**src/rtl/owr_pkg.sv**
```systemverilog
package owr_pkg;
  typedef enum logic [2:0] {
    ST_MUTE, ST_CMD, ST_READ, ST_MATCH, ST_SEARCH, ST_SEL
  } owr_state_e;

  localparam logic [7:0] CMD_READ   = 8'h33;
  localparam logic [7:0] CMD_MATCH  = 8'h55;
  localparam logic [7:0] CMD_SEARCH = 8'hF0;
  localparam logic [7:0] CMD_SKIP   = 8'hCC;
  localparam logic [7:0] CMD_CSRCH  = 8'hEC;

  // reflected x^8+x^5+x^4+1, bit 0 of the body first
  function automatic logic [7:0] crc8_lsb(input logic [55:0] body);
    logic [7:0] c;
    logic fb;
    c = '0;
    for (int i = 0; i < 56; i++) begin
      fb = c[0] ^ body[i];
      c  = c >> 1;
      if (fb) c = c ^ 8'h8C;
    end
    return c;
  endfunction
endpackage

```
**src/rtl/owr_mod_counter.sv**
```systemverilog
module owr_mod_counter #(
  parameter int MOD = 64,
  localparam int W = (MOD > 1) ? $clog2(MOD) : 1
) (
  input  logic         clk,
  input  logic         rst_n,
  input  logic         clr,
  input  logic         inc,
  output logic [W-1:0] cnt,
  output logic         at_last
);
  assign at_last = (cnt == W'(MOD - 1));

  always_ff @(posedge clk or negedge rst_n) begin
    if (!rst_n)   cnt <= '0;
    else if (clr) cnt <= '0;
    else if (inc) cnt <= at_last ? '0 : cnt + W'(1);
  end
endmodule

```
**src/rtl/owr_id_store.sv**
```systemverilog
module owr_id_store #(
  parameter logic [7:0]  FAMILY = 8'h1F,
  parameter logic [47:0] SERIAL = 48'h5A3C_0F96_E1D2,
  localparam int IDX_W = 6
) (
  input  logic [IDX_W-1:0] idx,
  output logic             id_bit
);
  localparam logic [55:0] BODY  = {SERIAL, FAMILY};
  localparam logic [7:0]  CHECK = owr_pkg::crc8_lsb(BODY);
  localparam logic [63:0] IDENT = {CHECK, BODY};

  assign id_bit = IDENT[idx];
endmodule

```
**src/rtl/owr_rom_layer.sv**
```systemverilog
module owr_rom_layer #(
  parameter logic [7:0]  FAMILY = 8'h1F,
  parameter logic [47:0] SERIAL = 48'h5A3C_0F96_E1D2
) (
  input  logic clk,
  input  logic rst_n,
  input  logic bus_rst,
  input  logic slot_stb,
  input  logic m_bit,
  input  logic evt_flag,
  output logic tx_req,
  output logic tx_bit,
  output logic selected
);
  import owr_pkg::*;

  localparam int ID_W  = 64;
  localparam int IDX_W = $clog2(ID_W);
  localparam int CMD_W = 8;
  localparam int PH_N  = 3;
  localparam int PH_W  = $clog2(PH_N);

  owr_state_e st_q, st_d;
  logic [CMD_W-1:0] cmd_q, cmd_d, cmd_now;
  logic [IDX_W-1:0] idx;
  logic [PH_W-1:0]  ph;
  logic idx_last, ph_last_unused;
  logic idx_clr, idx_inc, ph_clr, ph_inc;
  logic id_bit;

  owr_mod_counter #(.MOD(ID_W)) u_idx (
    .clk(clk), .rst_n(rst_n), .clr(idx_clr), .inc(idx_inc),
    .cnt(idx), .at_last(idx_last)
  );

  owr_mod_counter #(.MOD(PH_N)) u_ph (
    .clk(clk), .rst_n(rst_n), .clr(ph_clr), .inc(ph_inc),
    .cnt(ph), .at_last(ph_last_unused)
  );

  owr_id_store #(.FAMILY(FAMILY), .SERIAL(SERIAL)) u_id (
    .idx(idx), .id_bit(id_bit)
  );

  assign cmd_now = {m_bit, cmd_q[CMD_W-1:1]};

  always_comb begin
    st_d    = st_q;
    cmd_d   = cmd_q;
    idx_clr = 1'b0;
    idx_inc = 1'b0;
    ph_clr  = 1'b0;
    ph_inc  = 1'b0;
    if (bus_rst) begin
      st_d    = ST_CMD;
      cmd_d   = '0;
      idx_clr = 1'b1;
      ph_clr  = 1'b1;
    end else if (slot_stb) begin
      unique case (st_q)
        ST_CMD: begin
          cmd_d = cmd_now;
          if (idx == IDX_W'(CMD_W - 1)) begin
            idx_clr = 1'b1;
            ph_clr  = 1'b1;
            unique case (cmd_now)
              CMD_READ:   st_d = ST_READ;
              CMD_MATCH:  st_d = ST_MATCH;
              CMD_SEARCH: st_d = ST_SEARCH;
              CMD_SKIP:   st_d = ST_SEL;
              CMD_CSRCH:  st_d = evt_flag ? ST_SEARCH : ST_MUTE;
              default:    st_d = ST_MUTE;
            endcase
          end else begin
            idx_inc = 1'b1;
          end
        end
        ST_READ: begin
          if (idx_last) st_d = ST_SEL;
          else          idx_inc = 1'b1;
        end
        ST_MATCH: begin
          if (m_bit != id_bit) st_d = ST_MUTE;
          else if (idx_last)   st_d = ST_SEL;
          else                 idx_inc = 1'b1;
        end
        ST_SEARCH: begin
          ph_inc = 1'b1;
          if (ph == PH_W'(PH_N - 1)) begin
            if (m_bit != id_bit) st_d = ST_MUTE;
            else if (idx_last)   st_d = ST_SEL;
            else                 idx_inc = 1'b1;
          end
        end
        default: ;
      endcase
    end
  end

  always_ff @(posedge clk or negedge rst_n) begin
    if (!rst_n) begin
      st_q  <= ST_MUTE;
      cmd_q <= '0;
    end else begin
      st_q  <= st_d;
      cmd_q <= cmd_d;
    end
  end

  always_comb begin
    tx_req = 1'b0;
    tx_bit = 1'b1;
    if (st_q == ST_READ) begin
      tx_req = 1'b1;
      tx_bit = id_bit;
    end else if (st_q == ST_SEARCH && ph != PH_W'(PH_N - 1)) begin
      tx_req = 1'b1;
      tx_bit = (ph == PH_W'(1)) ? ~id_bit : id_bit;
    end
  end

  assign selected = (st_q == ST_SEL);
endmodule

```
**config.mk**
```make
export PLATFORM = sky130hd
export DESIGN_NAME = owr_rom_layer
export DESIGN_NICKNAME = d
export VERILOG_FILES = /design/src/rtl/owr_pkg.sv /design/src/rtl/owr_mod_counter.sv /design/src/rtl/owr_id_store.sv /design/src/rtl/owr_rom_layer.sv
export SDC_FILE = /design/constraint.sdc
export NUM_CORES = 1
export LEC_CHECK = 0
export BUFFER_PORTS_ARGS = -buffer_cell sky130_fd_sc_hd__buf_4
export CAP_MARGIN = 20
export CORE_MARGIN = 5
export CORE_UTILIZATION = 63
export CTS_BUF_LIST = sky130_fd_sc_hd__clkbuf_4
export DETAILED_ROUTE_END_ITERATION = 8
export PLACE_DENSITY = 0.82
export SLEW_MARGIN = 20
export SYNTH_ARGS = -nofsm -noshare
export SYNTH_HDL_FRONTEND = slang
export SYNTH_SLANG_ARGS = --single-unit
```
**constraint.sdc**
```tcl
create_clock -name clk -period 3 [get_ports clk]
set_clock_uncertainty 0.2 [all_clocks]
set_input_delay 0.45 -clock clk [delete_from_list [all_inputs] [get_ports clk]]
set_output_delay 0.45 -clock clk [all_outputs]
set_load 0.01 [all_outputs]
```
### Word-level counts from Yosys, hierarchy flattened

Memory sizes are Yosys's and may differ from the RTL's.
Cells that the tools add are included.
W data, S select, Z words.

* memories: 1
* word-level logic and storage cells: 73
* register bits after elaboration: 19
* output and inout bits: 3
* bits in read-only memories: 64

* bitwise logic cells: 1
* reductions and logical operators: 8
* multiplexer cells: 38
* add/subtract/negate cells: 2
* order comparisons: 1
* equal/unequal tests: 18

Memories
* (no name shown): depth 64, width 1, rd ports 1, clocked after memory_dff 0, wr ports 0, RTL line owr_id_store.sv:13 `assign id_bit = IDENT[idx];`

Operators by type and width (number)
* $eq A8 B8 Y1 const B: 3
* $mux W8: 3
* $mux W3: 7
* $mux W1: 19
* $mux W6: 3
* $pmux W3 S5: 1
* $pmux W3 S4: 1
* $eq A8 B6 Y1 const B: 1
* $eq A8 B7 Y1 const B: 1
* $reduce_bool A2 Y1: 4
* $lt A6 B7 Y1 const B: 1
* $add A6 B1 Y6 const B: 1
* $eq A3 B2 Y1 const B: 2
* $eq A3 B3 Y1 const B: 2
* $eq A6 B3 Y1 const B: 1
* $eq A6 B6 Y1 const B: 1
* $mux W2: 3
* $reduce_bool A5 Y1: 1
* $pmux W1 S4: 1
* $reduce_and A4 Y1: 1
* $eq A3 B1 Y1 const B: 1
* $ne A3 B2 Y1 const B: 1
* $ne A3 B3 Y1 const B: 1
* $add A2 B1 Y2 const B: 1
* other kinds (7): 7

### Depth between registers and ports, before layout

* depth in word-level cells: 10
* depth in mapped cells: 9

### Modules after synthesis

Synthesis repeated with hierarchy kept, for this count alone.

* cells, all modules: 156
* area total of the unflattened synthesis: 1447.6 sq um

By module, submodules not included
* owr_rom_layer: times used 1, cells an instance 94, area an instance 867.1 sq um, seq. area each 250.2 sq um
* owr_mod_counter at u_idx: times used 1, cells an instance 32, area an instance 320.3 sq um, seq. area each 150.1 sq um
* owr_id_store: times used 1, cells an instance 21, area an instance 165.2 sq um, seq. area each 0.0 sq um
* owr_mod_counter at u_ph: times used 1, cells an instance 9, area an instance 95.1 sq um, seq. area each 50.0 sq um

### Least setup slack after synthesis

OpenSTA, ideal clock, no wires.

* kind: reg2out
* from: register u_idx.cnt[0]
* to: output tx_bit
* buffers on the path: 0
* data required time: 2.350 ns
* data arrival time: 1.952 ns
* slack: 0.398 ns
* stages on the path, launching flop included: 9
* cells stage by stage: dfrtp_1 -> inv_1 -> ha_1 -> xnor2_1 -> mux4_2 -> nand2_1 -> and3b_1 -> o21ai_0 -> a21o_1

* cells in the longest elaborated chain, start to end: 6

RTL lines
* start, declared: RTL line owr_mod_counter.sv:9 `output logic [W-1:0] cnt,`
* start signal, assigned: RTL line owr_mod_counter.sv:17 `else if (inc) cnt <= at_last ? '0 : cnt + W'(1);`
* $mem_v2 Z64 W1 (*)
* $mux W1 (not written as such) (*): RTL line owr_id_store.sv:13
* $not A1 Y1: RTL line owr_rom_layer.sv:118 `tx_bit = (ph == PH_W'(1)) ? ~id_bit : id_bit;`
* $mux W1: RTL line owr_rom_layer.sv:118
* $mux W1: RTL line owr_rom_layer.sv:116 `end else if (st_q == ST_SEARCH && ph != PH_W'(PH_N - 1)) begin`
* $mux W1 (*): RTL line owr_rom_layer.sv:113 `if (st_q == ST_READ) begin`
* end, declared: RTL line owr_rom_layer.sv:12 `output logic tx_bit,`

Mark *: on every way between the ends. The rest lies on a longest branch, timed or not. The select of a mux whose other input is x is not followed.

### Worst setup path after layout

Same ends and word-level chain as after synthesis.

==> run_results.csv <==
group,metric,value,unit
synthesis,ys.flop_type,"dfrtp_1",
synthesis,yosys_register_bits,18,
global_route,grt-ovfl-total,0,
sta,finalHoldViolations,0,
sta,whs,239.0,ps
route,detail-route-antenna-nets,0,
sta,timing.final.ws_setup,35.21,ps
sta,worst_pin_slew,614.3,ps
layout,regArea,452.9,sq um
power,pwr-share-clk,26.6,%
sta,fmax,0.3373,GHz
synthesis,ys.warnings.count,0,
die,core_area,2432,sq um
sta,grt_setup_unrepaired,"true",
sta,slew_viol_final,0,
worst_setup_path,crit_fanout,3,
worst_setup_path,endpoint_kind,"primary output",
die,rows,18,
sta,slew_headroom,58.78,%
global_route,antenna_found_initial,0,
synthesis,yosys.area_share.simple,29.15,%
route,drt_first_iter_violations,68,
power,ir_drop,0.0002499,V
placed_design,portBuffers,8,
layout,final_common_cell,"nor2_1",
clocking,cts_tree,"done",
die,start_util,64.76,%
power,p_switching,0.1307,mW
global_route,grt_pass1_wl,6127,um
layout,antenna_cells,0,
clocking,cts.clk_slew.worst_paths,100,ps
die,io-pin-count,9,
placed_design,finalWeightedCongestion,0.9113,
route,wl_per_cell,15.73,um
power,comb_power_share,19.4,%
synthesis,synth-edff-count,0,
layout,mostFrequentLayoutCells,"nor2_1 (23), nand2_1 (16), dfrtp_1 (16), buf_4 (15)",
power,p_per_area,262.9,nW/um^2
layout,multi_input_area,1096,sq um
synthesis,synthDistinctLibCells,54,
power,p_int,0.3363,mW
sta,post-route-period-util,98.83,%
run_status,status,"finished, final reports clean",
synthesis,synth-seq-area-share,28.59,%
power,seq_power_share,54.1,%
synthesis,syn_inst,193,
power,swShare,27.99,%
power,p_leak,0.7228,nW
global_route,grt_max_degree,19,
worst_setup_path,cp.arrival,2310,ps
die,die_y,60.01,um
worst_setup_path,critPathLaunchType,"flip-flop",
worst_setup_path,crit_type,"flip-flop to primary output",
clocking,cts_buffers,3,
route,routed-via-count,1482,
synthesis,async_flop_share,100.0,%
synthesis,yosys.area_share.adder,3.971,%
synthesis,synth_compound_area_share,20.65,%
layout,utilization,73.05,%
clocking,clock_latency,300,ps
clocking,cts.htree.levels,1,
global_route,track_usage,22.59,%
power,finalPower,0.4670,mW
layout,area_growth,12.79,%
die,die_w,60.01,um
die,dieArea,3601,sq um
global_route,grt_pass1_vias,1415,
route,drt_wl_total,3712,um
route,first_pass_iters,4,
placed_design,hpwlAfterDp,2715,um
run,cap_viol_max_count,0,
synthesis,syn_nets,204,
synthesis,synthXorXnorAreaFrac,3.336,%
synthesis,syn_area,1575,sq um
clocking,cts_root_buf,"clkbuf_4",
layout,nets,218,
synthesis,synth_top_family_by_area,"simple AND/OR/NAND/NOR gates",
layout,final_layout_size_suffix_gt1_share,19.90,%
sta,setup-tns-final,0,ps
synthesis,avgSynthCellArea,8.162,sq um
worst_setup_path,cp.required,2350,ps
sta,min_period,2965,ps
synthesis,synth.mux.area_fraction,9.690,%
sta,setup_viol,0,
route,drc,0,
placed_design,dp_slack,149.4,ps
clocking,clkSinkCount,18,
layout,num-fill-cells,204,
clocking,clk_path_buf_depth,2,
hold_path,hold_path_class,"primary input to flip-flop",
route,via_per_inst,6.280,
-- Yosys cell counts, types with 2 or more instances --
| master | n | area (sq um) |
|---|---|---|
| a21o_1 | 3 | 22.52 |
| o21ai_0 | 6 | 30.03 |
| o22ai_1 | 2 | 12.51 |
| nor3_1 | 5 | 25.02 |
| xnor2_1 | 3 | 26.28 |
| o21ai_1 | 2 | 10.01 |
| a21oi_1 | 13 | 65.06 |
| nor2_1 | 23 | 86.33 |
| ha_1 | 5 | 62.56 |
| and2_1 | 3 | 18.77 |
| nand3_1 | 3 | 15.01 |
| mux2i_1 | 13 | 130.1 |
| o2bb2ai_1 | 2 | 17.52 |
| and3_1 | 2 | 12.51 |
| or2_2 | 3 | 18.77 |
| dfrtp_1 | 18 | 450.4 |
| nand3b_1 | 2 | 15.01 |
| or3_1 | 2 | 12.51 |
| a31oi_1 | 2 | 12.51 |
| nor3b_1 | 2 | 15.01 |
| buf_2 | 4 | 20.02 |
| a211oi_1 | 2 | 15.01 |
| xor2_1 | 3 | 26.28 |
| nand2b_1 | 5 | 31.28 |
| clkbuf_1 | 3 | 11.26 |
| inv_1 | 8 | 30.03 |
| nand2_1 | 17 | 63.81 |
| nor2b_1 | 10 | 62.56 |
| nor4bb_1 | 2 | 20.02 |
-- worst max-delay path, stage by stage, from the launching register on --
cell     delay, ps
dfrtp_2        440
buf_4          140
ha_2           180
xnor2_1        130
mux4_2         500
nand2_2        100
and3b_1        160
o21ai_1         70
a21o_1         170
buf_6          120
-- flip-flops by register name, indices dropped and copies added (netlist names) --
name	flops
cmd_q	7
u_idx.cnt	6
st_q	3
u_ph.cnt	2
-- what timing repair did --
action                                  in CTS  in global routing
buffers inserted                             5                  2
pin swaps                                    1                  5
hold endpoints to repair                    18                  0
endpoints found under the setup margin       1                  1
hold buffers                                 1                  0
resized for setup                            4                 11
-- per-stage QoR --
stage / instances / cell area (sq um)
CTS: 234 / 1718
global placement: 224 / 1638
floorplan: 193 / 1575
global route: 236 / 1777
finish: 236 / 1777
detailed placement: 224 / 1638
-- logic make-up (layout without fill, tap and decap cells) --
kind of cell	count (synthesis)	count (layout)
adders and majority gates	5	5
xor gates and xnor gates	6	6
muxes	14	14
AOI/OAI and AO/OA	47	47
DFF	18	18
buffers and inverters	16	29
and+or+nand+nor	87	87
-- layer usage --
metal  track usage, %  wire [um]  up-vias
met4            9.177         58        0
met1            26.86       1565      707
li1                 -          -      720
met5                0          0        -
met3            3.024        177        7
met2            40.43       1910       48
-- final timing paths --
check                             startpoint      endpoint  slack, ps  cells past startpoint
max in group asynchronous              rst_n  u_idx.cnt[0]       2040                      2
worst max register to register  u_idx.cnt[0]  u_idx.cnt[4]         70                     10
worst min register to register   u_ph.cnt[1]   u_ph.cnt[1]        370                      2
worst max-delay path            u_idx.cnt[0]        tx_bit         40                      9
min in group asynchronous              rst_n      cmd_q[2]        350                      2
worst min-delay path                 bus_rst      cmd_q[4]        240                      2
-- area by class of cell --
| class | instances | share of cell area (%) |
|---|---|---|
| Multi-Input combinational cell | 159 | 61.69 |
| Sequential cell | 18 | 25.49 |
| Timing Repair Buffer | 17 | 7.535 |
| Tap cell | 30 | 2.113 |
| Inverter | 8 | 1.690 |
| Clock buffer | 3 | 1.268 |
| Clock inverter | 1 | 0.2113 |
-- power by group through the flow --
stage / Combinational, mW / Clock, mW / Sequential (mW)
4_1_cts: 0.0811 / 0.128 / 0.252
6_report: 0.0906 / 0.124 / 0.252
3_3_place_gp: 0.0671 / 0 / 0.258
5_1_grt: 0.101 / 0.139 / 0.253
3_5_place_dp: 0.0710 / 0 / 0.258
2_1_floorplan: 0.0491 / 0 / 0.256
No activity file was read; power rests on OpenSTA's default activity.
